$ cat src/rtl/fm_async_emu.sv
module fm_async_emu #(
  parameter int MAX_ITER = 4
) (
  input  logic clk,
  input  logic rst,
  input  logic x_in,
  input  logic apply,
  output logic y1,
  output logic y2,
  output logic stable,
  output logic proto_err,
  output logic osc_err
);
  localparam int CW = $clog2(MAX_ITER + 2);

  logic          x_q;
  logic [1:0]    y_q;
  logic [1:0]    y_nx;
  logic [CW-1:0] iter_cnt;

  assign y_nx[1] = (x_q & y_q[1]) | (~x_q & y_q[0]);
  assign y_nx[0] = (x_q & ~y_q[1]) | (~x_q & y_q[0]);
  assign stable  = (y_nx == y_q);
  assign y1      = y_q[1];
  assign y2      = y_q[0];

  always_ff @(posedge clk) begin
    if (rst) begin
      x_q       <= 1'b0;
      y_q       <= 2'b00;
      iter_cnt  <= '0;
      proto_err <= 1'b0;
      osc_err   <= 1'b0;
    end else if (stable) begin
      iter_cnt <= '0;
      if (apply) x_q <= x_in;
    end else begin
      y_q <= y_nx;
      if (apply) proto_err <= 1'b1;
      if (iter_cnt >= CW'(MAX_ITER)) osc_err <= 1'b1;
      else iter_cnt <= iter_cnt + 1'b1;
    end
  end
endmodule

$ cat config.mk
export PLATFORM = sky130hd
export DESIGN_NAME = fm_async_emu
export DESIGN_NICKNAME = d
export VERILOG_FILES = /design/src/rtl/fm_async_emu.sv
export SDC_FILE = /design/constraint.sdc
export NUM_CORES = 1
export LEC_CHECK = 0
export BUFFER_PORTS_ARGS = -buffer_cell sky130_fd_sc_hd__buf_2
export CAP_MARGIN = 25
export CORE_AREA = 3 3 40 42
export CTS_CLUSTER_SIZE = 14
export DETAILED_ROUTE_END_ITERATION = 10
export DIE_AREA = 0 0 43 45
export PLACE_DENSITY = 0.48
export REMOVE_ABC_BUFFERS = 1
export SYNTH_ARGS = -nofsm -noshare
export SYNTH_HDL_FRONTEND = slang
export SYNTH_SLANG_ARGS = --single-unit
$ cat constraint.sdc
create_clock -name clk -period 2.6 [get_ports clk]
set_input_delay 0.52 -clock clk [delete_from_list [all_inputs] [get_ports clk]]
set_output_delay 0.52 -clock clk [all_outputs]
set_load 0.05 [all_outputs]
; Word-level counts from Yosys, hierarchy flattened
; Cells that the tools add are included.
[word_totals]
reg_bits = 8
input_bits = 4
output_inout_bits = 5
elab_cells = 20
[classes]
add_sub_neg = 1
order_cmp = 1
n_eq_ne = 1
n_bitwise = 8
n_reduce_logical = 4
[ops]
columns = cell, n
row1 = AND reduction 2 bit, 3
row2 = "adder 3 x 1 -> 3 bit, second input constant", 1
row3 = bitwise AND 1 bit, 3
row4 = "greater-or-equal comparator 3 bit, second input constant", 1
row5 = inverter 1 bit, 3
row6 = equality test 2 bit, 1
row7 = OR 1 bit, 2
row8 = OR reduction 2 bit, 1

; Longest topological paths before layout
; Gate-level depths: netlist of run 1.
[logic_depth]
ltp_word = 6
ltp_mapped = 4
ltp_nobuf = 4

; Least setup slack after synthesis of run 1
; Ideal clock, no wire load.
[synth_path]
kind = register -> output
startpoint = register y_q[0]
endpoint = output port stable
arrival_ps = 1583
required_ps = 2080
setup_slack_ps = 497
path_stages_with_launch = 3
path_buffers = 0
cell_sequence = dfxtp_1 xor3_2 inv_1
[synth_between]
elab_chain_len = 3
word_cells_on_any_way = 4
cone_classes = eq/ne (1) / bitwise (3)
[synth_rtl]
columns = item, line
row1 = from (decl), 17  ; logic [1:0] y_q;
row2 = from (signal assigned), 38  ; y_q <= y_nx;
row3 = bitwise AND 1 bit, "21, 22"
row4 = "OR 1 bit, on equally long branches", "22, 21"
row5 = equality test 2 bit (*), 23  ; assign stable = (y_nx == y_q);
row6 = to (decl), 10  ; output logic stable,
; Every way passes the cells marked *; elsewhere a longest branch is shown, timed or not.

; Worst setup path after layout of run 1
; Ends and elaborated chain as after synthesis.

==> results of run 1 <==
[layer usage]
| metal | vias up | global-route usage [%] | part of all wire, % |
|---|---|---|---|
| met5 | - | 0 | 0 |
| met4 | 0 | 1.81 | 0 |
| met3 | 0 | 4.78 | 7.0 |
| met2 | 6 | 10.2 | 44 |
| met1 | 114 | 8.29 | 49 |
| li1 | 135 | - | - |
[sequential cells by signal, indices dropped and copies added (netlist names)]
| name | cells |
|---|---|
| iter_cnt | 3 |
| y_q | 2 |
| osc_err | 1 |
| proto_err | 1 |
| x_q | 1 |
[synth_stat cells (all sizes together)]
cell type  n
a2bb2oi    1
mux2i      2
inv        3
nor2       9
a211oi     1
xor3       1
a21oi      3
ha         2
xor2       2
nand2b     2
dfxtp      8
[stage by stage]
stage / std cells / power [mW] / setup WS [ns] / hold slack, ns
floorplan: 34 / 0.244 / 0.497 / 0.490
global placement: 57 / 0.268 / 0.899 / 0.460
detailed placement: 57 / 0.268 / 0.880 / 0.458
CTS: 60 / 0.366 / 0.603 / 0.472
global route: 60 / 0.377 / 0.556 / 0.496
finish: 60 / 0.357 / 0.625 / 0.470
[critical path: stages, from the launching register on]
cell	delay, ns
dfxtp_1	0.39
xor3_2	0.50
inv_1	0.06
buf_2	0.25
[cell type report]
type                    count  area (um^2)
fillers                   142          865
multi-input cells          23          168
flip-flops and latches      8          160
repair buffers              8         40.0
clock buffers               3         22.5
well taps                  15         18.8
inverters                   3         11.3
[path summary, 6_finish.rpt]
path	startpoint	to	cells after the start
max	y_q[0]	stable	3
min	osc_err	osc_err	2
max reg2reg	y_q[0]	proto_err	3
min reg2reg	osc_err	osc_err	2
[power by group]
part	switching [mW]	internal, mW	leakage, nW
logic	0.0726	0.0399	0.118
clock network	0.0399	0.0527	0.0138
registers	0.0146	0.137	0.0654
[cells by family after synthesis]
| kind of cell | count (synthesis) | share of synthesized area, % |
|---|---|---|
| compound gates | 5 | 9.23 |
| xor+xnor | 3 | 12.5 |
| fa+ha+maj | 2 | 7.38 |
| buf+inv | 3 | 3.32 |
| flops | 8 | 47.2 |
| mux | 2 | 5.90 |
| simple gates | 11 | 14.4 |
==> results by group, run 1 <==
Run status
  • Run status: finished, final reports clean

Finish
  • Ant diodes: 0
  • Final Util: around a third
  • Most common cell after layout, fill and taps aside: nor2_1
  • Nets: 53
  • Commonest cells after routing, fill and taps aside: 9 x nor2_1, 8 x buf_2, 8 x dfxtp_1
  • Layout cells sized above 1: 28.9%
  • Post-route cell area: between 400 and 500 um^2
  • P&R area growth vs syn: 24.0%

Job
  • Maximum capacitance violations: 0

Worst setup path
  • Kind of start point of the critical path: flop
  • Critical Path Fanout Max: 5
  • Crit. End Element: output port
  • Worst Path Arrival: approximately 1.5 ns
  • Crit path kind: reg -> out
  • Worst path required time: about 2.1 ns
  • Flop2flop setup slack: approximately 1.4 ns

STA
  • Period minus WS final: between 1.5 and 2 ns
  • Slew Limit Headroom: 83.5%
  • Fmax: slightly above 500 MHz
  • Final setup viols: 0
  • Worst slew pin tran: ~0.25 ns
  • RSZ-0062 raised after global routing: no
  • Clk_skew: 0.00243 ns
  • Hold Fails Final Rpt: 0
  • Fin crit share: 76.0%
  • Setup TNS Final: 0 ns
  • Pins Over Slew Limit: 0

Synth
  • Sequential area share after synthesis: between 40% and 50%
  • Syn Inst Count: 34
  • Distinct cell type count of the synthesized netlist: 12
  • Post-synth top area share: approximately 47%
  • Cell Area, Synth: about 340 um^2
  • Synth area leader: dfxtp_1
  • Syn Area/Cell: 9.97 um^2
  • Area contributors post-synth: dfxtp_1 47%, nor2_1 10%, ha_1 7.4%, xor3_2 7.4%, mux2i_1 5.9%
  • Synth Warn #: 0
  • Yosys reg bits: 8

Clocking
  • Hold buffers post-CTS: 0
  • CTS tree: built
  • Clock sinks: 8
  • Clock latency on the worst-skew pair: around 0.25 ns
  • CTS H-tree lvls: 1
  • Setup Buffers After CTS: 0
  • Root Driver: clkbuf_4
  • Clock Path Buffers: 2
  • Clock slew at reported path FFs: roughly 0.05 ns
  • Post-CTS Resized: 0
  • CTS buffer count: 3

Power and ir drop
  • VDD IR max: between 0.2 and 0.25 mV
  • Leak: 0.197 nW
  • Power Density: between 800 and 900 nW/um^2

Routing
  • Number of DRC markers in iteration 0: 5
  • Vias: approximately 260
  • WL final: around 560 um
  • ANT nets after route: 0
  • Wire length per cell: approximately 9 um
  • 1st-pass router iterations: 2
  • DRC: 0
  • Vias per cell: approximately 4.3

Floorplan
  • Rows: 13
  • Initial Util: 26.4%
  • Die height: about 45 um
  • Core Region: 1280 um^2
  • DIE WIDTH: roughly 43 um
  • I/O pin count: 9
  • Die ar.: 1940 um^2

Placed design
  • PortBufs: 8
  • Placement Cell Area: ~400 um^2
  • DP HPWL: 416 um
  • Global placement routability congestion: 0.649

Global route
  • Number of global-route vias before repair: about 240
  • Overall routing resource usage: 6.94%
  • Initial antenna violation count: 0
  • First-pass GRT wire length: approximately 960 um
  • Total gr overflow: 0
  • Largest net degree at the start of global routing: 7

Hold path
  • Min-delay worst type: reg -> reg
Note: power is estimated with default switching activity, not from simulation.
==> inputs of run 2 (changes only) <==
PLACE_DENSITY = 0.49   (was 0.48)
clock period = 1.8 ns   (was 2.6 ns; I/O delays follow)
==> run 2 against run 1 <==
- final cell count unchanged
- total power rose by 45%
- sequential cell count stayed put
- core utilization increased by 0.29 points
==> results by group, run 2 (synthesized netlist as in run 1, its figures left out) <==
Clocking
  • Clock latency on the worst-skew pair: 0.25 ns (about the same)
  • CTS tree: built
  • CTS H-tree lvls: 1 (unchanged)
  • Setup Buffers After CTS: 0 (unchanged)
  • Root Driver: clkbuf_4
  • Clock Path Buffers: 2 (unchanged)
  • Clock sinks: 8 (unchanged)
  • Hold buffers post-CTS: 0 (unchanged)
  • Clock slew at reported path FFs: 0.05 ns (about the same)
  • CTS buffer count: 3 (unchanged)

STA
  • Slew Limit Headroom: 83.4% (about the same)
  • Final setup viols: 0 (unchanged)
  • Hold Fails Final Rpt: 0 (unchanged)
  • Fmax: 583 MHz
  • Period minus WS final: roughly 1.7 ns
  • Fin crit share: between 90 and 100%
  • RSZ-0062 raised after global routing: no
  • Clk_skew: 0.00698 ns (+0.00455 ns)
  • Pins Over Slew Limit: 0 (unchanged)
  • Worst slew pin tran: 0.250 ns (+0.000595 ns)

Hold path
  • Hold Startpoint: rst
  • WHS Endpoint: osc_err
  • Min-delay worst type: in -> reg
  • Min-Delay Path Depth: 2 (unchanged)

Finish
  • Commonest cells after routing, fill and taps aside: 9 x nor2_1, 7 x buf_2, 7 x dfxtp_1
  • Final Util: 33.0% (+0.29 points)
  • Most common cell after layout, fill and taps aside: nor2_1
  • Top flop regs: iter_cnt (3), y_q (2)
  • Fillers: 137 (-3.5%)
  • Nets: 53 (unchanged)
  • Sequential standard cell area: 161 um^2 (+0.78%)
  • Layout cells sized above 1: 31.1% (+2.2 points)
  • P&R area growth vs syn: 25.1%
  • Multi-input logic area: 168 um^2 (unchanged)
  • Post-route cell area: 424 um^2 (+0.89%)
  • Max reg flops: 3 (unchanged)
  • Ant diodes: 0 (unchanged)
  • Reg with most FFs: iter_cnt

Routing
  • WL final: 528 um (-4.9%)
  • ANT nets after route: 0 (unchanged)
  • Vias per cell: 4.20 (-1.2%)
  • Wire length per cell: 8.80 um (-4.9%)
  • Number of DRC markers in iteration 0: 1 (-4)
  • Vias: 252 (-1.2%)
  • 1st-pass router iterations: 2 (unchanged)
  • DRC: 0 (unchanged)

Global route
  • Largest net degree at the start of global routing: 7 (unchanged)
  • Overall routing resource usage: 6.61% (-0.33 points)
  • Number of global-route vias before repair: 228 (-5.8%)
  • First-pass GRT wire length: 890 um (-7.2%)
  • Total gr overflow: 0 (unchanged)
  • Initial antenna violation count: 0 (unchanged)

Worst setup path
  • R2r startpoint: x_q
  • Crit. End Element: output port
  • Worst Path Arrival: 1.35 ns (-0.11 ns)
  • Worst path required time: 1.44 ns (-0.64 ns)
  • Kind of start point of the critical path: flop
  • Critical Path Fanout Max: 6 (+1)
  • R2r endpoint: proto_err
  • Flop2flop setup slack: 0.63 ns (-0.75 ns)
  • Worst Reg-to-Reg Cells: 3 (unchanged)
  • Crit path kind: reg -> out

Run status
  • Run status: finished, final reports clean

Floorplan
  • Core Region: 1280 um^2 (unchanged)
  • I/O pin count: 9 (unchanged)
  • DIE WIDTH: 43 um (unchanged)
  • Initial Util: 26.4% (unchanged)
  • Die height: 45 um (unchanged)
  • Rows: 13 (unchanged)
  • Die ar.: 1940 um^2 (unchanged)

Power and ir drop
  • Power Density: 1220 nW/um^2 (+44%)
  • VDD IR max: 0.572 mV (+150%)
  • Leak: 0.199 nW (+0.69%)

Placed design
  • PortBufs: 8 (unchanged)
  • Placement Cell Area: 398 um^2 (unchanged)
  • Global placement routability congestion: 0.633 (-2.5%)
  • DP HPWL: 419 um (+0.65%)

Job
  • Maximum capacitance violations: 0 (unchanged)
run 2: area by class of cell:
type | count | share of cell area, %
clock buffer | 3 | 5.31
sequential | 8 | 38.1
timing repair buffer | 8 | 10.0
inverter | 3 | 2.65
tap | 15 | 4.42
multi-input combinational | 23 | 39.5
run 2: how the worst max path moves through the flow:
stage          depth (start not counted)  startpoint     end
2_1_floorplan                          2      y_q[0]  stable
3_3_place_gp                           3      y_q[0]  stable
3_5_place_dp                           3      y_q[0]  stable
4_1_cts                                3      y_q[0]  stable
5_1_grt                                3         x_q  stable
6_report                               3         x_q  stable
run 2: through the flow:
step                      total power, mW  instances  hold slack, ns  setup WS [ns]  TNS, ns
after floorplan                     0.353         34           0.432         -0.143   -0.143
after global placement              0.388         57           0.456          0.259        0
after detailed placement            0.387         57           0.462          0.251        0
after CTS                           0.526         60           0.340         0.0357        0
after global routing                0.561         60           0.342        0.00131        0
final                               0.519         60           0.341         0.0851        0
run 2: critical path, cell delays in order, from the launching register on:
cell     delay, ns
dfxtp_2       0.37
xor3_2        0.48
inv_1         0.07
buf_4         0.19
run 2: layer usage:
metal  share of wire, %  GRT usage (%)  up-vias  wire, um
li1                   -              -      132         -
met1                 45           6.34      113       236
met2                 45           10.2        7       236
met3                 10           6.37        0        55
met4                  0           1.81        0         0
met5                  0              0        -         0
run 2: repair_timing:
| item | CTS | global route |
|---|---|---|
| pin swaps | 0 | 1 |
| cloned | 0 | 0 |
| gates resized for setup | 1 | 1 |
| endpoints found under the setup margin | 1 | 1 |
run 2: power by group:
part / switching [mW] / internal [mW]
sequential: 0.0209 / 0.198
combinational: 0.105 / 0.0631
clock: 0.0554 / 0.0759
total: 0.181 / 0.338
==> inputs of run 3 (changes only) <==
PLACE_DENSITY = unset   (was 0.49)
PLACE_DENSITY_LB_ADDON = 0.3   (was unset)
==> run 3 against run 2 <==
- hold slack improved by 0.014 ns
- final cell count rose by 1.7%
- critical path depth did not move
- total power rose by 0.31%
- sequential power barely moved
- largest power group unchanged
- critical path type unchanged
- design area rose by 1.5%
==> results by group, run 3 (synthesized netlist as in run 1, its figures left out) <==
Run status
  • Run status: finished, final reports clean

Clocking
  • Clock latency on the worst-skew pair: 0.25 ns (about the same)
  • Clock sinks: 8 (unchanged)
  • Setup Buffers After CTS: 0 (unchanged)
  • Hold buffers post-CTS: 0 (unchanged)
  • CTS H-tree lvls: 1 (unchanged)
  • Clock slew at reported path FFs: 0.05 ns (about the same)
  • Clock Path Buffers: 2 (unchanged)
  • CTS buffer count: 3 (unchanged)
  • CTS tree: built
  • Root Driver: clkbuf_4

Global route
  • Most used routing layer in global routing: met2
  • Met1 GRT Util: 7.51% (+1.2 points)
  • GR Util met3: 5.98% (-0.40 points)
  • Overall routing resource usage: 6.51% (-0.10 points)
  • Initial antenna violation count: 0 (unchanged)
  • GR Util met2: 8.68% (-1.5 points)
  • Total gr overflow: 0 (unchanged)
  • Number of global-route vias before repair: 200 (-12%)
  • First-pass GRT wire length: 876 um (-1.6%)
  • Largest net degree at the start of global routing: 7 (unchanged)

Worst setup path
  • Worst Path Arrival: 1.33 ns (-0.02 ns)
  • Crit path kind: reg -> out
  • Worst Reg-to-Reg Cells: 3 (unchanged)
  • WP buf/inv: 2 (unchanged)
  • Kind of start point of the critical path: flop
  • Worst path required time: 1.44 ns (about the same)
  • Worst path max stage delay: 0.41 ns (-0.07 ns)
  • Crit-path slowest cell: dfxtp_1
  • Critical path depth: 3 (unchanged)
  • Critical Path Fanout Max: 5 (-1)
  • CP delay by family, top: flip-flops
  • CP cell instances: xor3_2 -> inv_1 -> buf_4
  • Crit. End Element: output port

Finish
  • Top flop regs: iter_cnt (3), y_q (2)
  • Reg with most FFs: iter_cnt
  • Commonest cells after routing, fill and taps aside: 9 x nor2_1, 8 x dfxtp_1, 7 x buf_2
  • Max reg flops: 3 (unchanged)
  • Ant diodes: 0 (unchanged)
  • P&R area growth vs syn: 26.9%
  • Fillers: 126 (-8.0%)
  • Multi-input logic area: 168 um^2 (unchanged)
  • Most common cell after layout, fill and taps aside: nor2_1
  • Layout cells sized above 1: 30.4% (-0.68 points)
  • Nets: 54 (+1.9%)
  • Sequential standard cell area: 160 um^2 (-0.78%)

Routing
  • Wire length per cell: 8.72 um (-0.89%)
  • Number of DRC markers in iteration 0: 0 (-1)
  • Vias: 253 (+0.40%)
  • ANT nets after route: 0 (unchanged)
  • DRC: 0 (unchanged)
  • WL final: 532 um (+0.76%)
  • 1st-pass router iterations: 1 (-1)
  • Vias per cell: 4.15 (-1.2%)

Hold path
  • Min-delay worst type: in -> reg
  • Min-Delay Path Depth: 2 (unchanged)

Placed design
  • Global placement routability congestion: 0.647 (+2.3%)
  • DP HPWL: 397 um (-5.3%)
  • PortBufs: 8 (unchanged)

Job
  • Maximum capacitance violations: 0 (unchanged)

Floorplan
  • Die ar.: 1940 um^2 (unchanged)
  • DIE WIDTH: 43 um (unchanged)
  • Rows: 13 (unchanged)
  • Initial Util: 26.4% (unchanged)
  • Core Region: 1280 um^2 (unchanged)
  • I/O pin count: 9 (unchanged)
  • Die height: 45 um (unchanged)

STA
  • Hold Fails Final Rpt: 0 (unchanged)
  • Final setup viols: 0 (unchanged)
  • Slew Limit Headroom: 83.6% (+0.12 points)
  • Period minus WS final: 1.69 ns (-0.0281 ns)
  • Fin crit share: 93.7% (-1.6 points)
  • Clk_skew: 0.00435 ns (-0.00263 ns)
  • Fmax: 593 MHz (+1.7%)
  • Worst slew pin tran: 0.248 ns (-0.00184 ns)
  • RSZ-0062 raised after global routing: no
  • Setup TNS Final: 0 ns (unchanged)
  • Pins Over Slew Limit: 0 (unchanged)

Power and ir drop
  • Leak: 0.205 nW (+3.2%)
  • VDD IR max: 0.359 mV (-37%)
  • Pwr Total: 0.520 mW (+0.31%)
  • Power Density: 1210 nW/um^2 (-1.1%)
## run 3: layout make-up
| class | instances | area share [%] |
|---|---|---|
| Clock buffer | 3 | 5.23 |
| Inverter | 3 | 2.62 |
| Multi-Input combinational cell | 23 | 39.0 |
| Sequential cell | 8 | 37.2 |
| Tap cell | 15 | 4.36 |
| Timing Repair Buffer | 9 | 11.6 |
## run 3: repair_timing
action                     in CTS  in global routing
setup endpoints to repair       1                  1
pin swaps                       0                  1
gates resized for setup         1                  0
cloned                          0                  0
## run 3: power by group
| group | total (mW) | internal [mW] | switching [mW] |
|---|---|---|---|
| registers | 0.218 | 0.198 | 0.0203 |
| logic | 0.171 | 0.0646 | 0.106 |
| clock network | 0.131 | 0.0759 | 0.0556 |
## run 3: path summary, 6_finish.rpt
check / from / endpoint / slack, ns
min: rst / x_q / 0.36
max reg2reg: y_q[0] / osc_err / 0.66
max: y_q[0] / stable / 0.11
min reg2reg: proto_err / proto_err / 0.47
## run 3: metrics by stage
step	worst slack (ns)	hold slack, ns	instances	util (%)	area, um^2
6_report	0.113	0.355	61	33.5	430
5_1_grt	0.0260	0.354	61	33.5	430
4_1_cts	0.00619	0.343	61	33.5	430
3_5_place_dp	0.232	0.456	58	31.5	405
3_3_place_gp	0.262	0.456	58	31.5	405
2_1_floorplan	-0.143	0.432	34	-	339
## run 3: per-layer routing
metal / up-vias / share of wire, %
li1: 134 / -
met1: 111 / 47
met2: 8 / 42
met3: 0 / 10
met4: 0 / 0
met5: - / 0
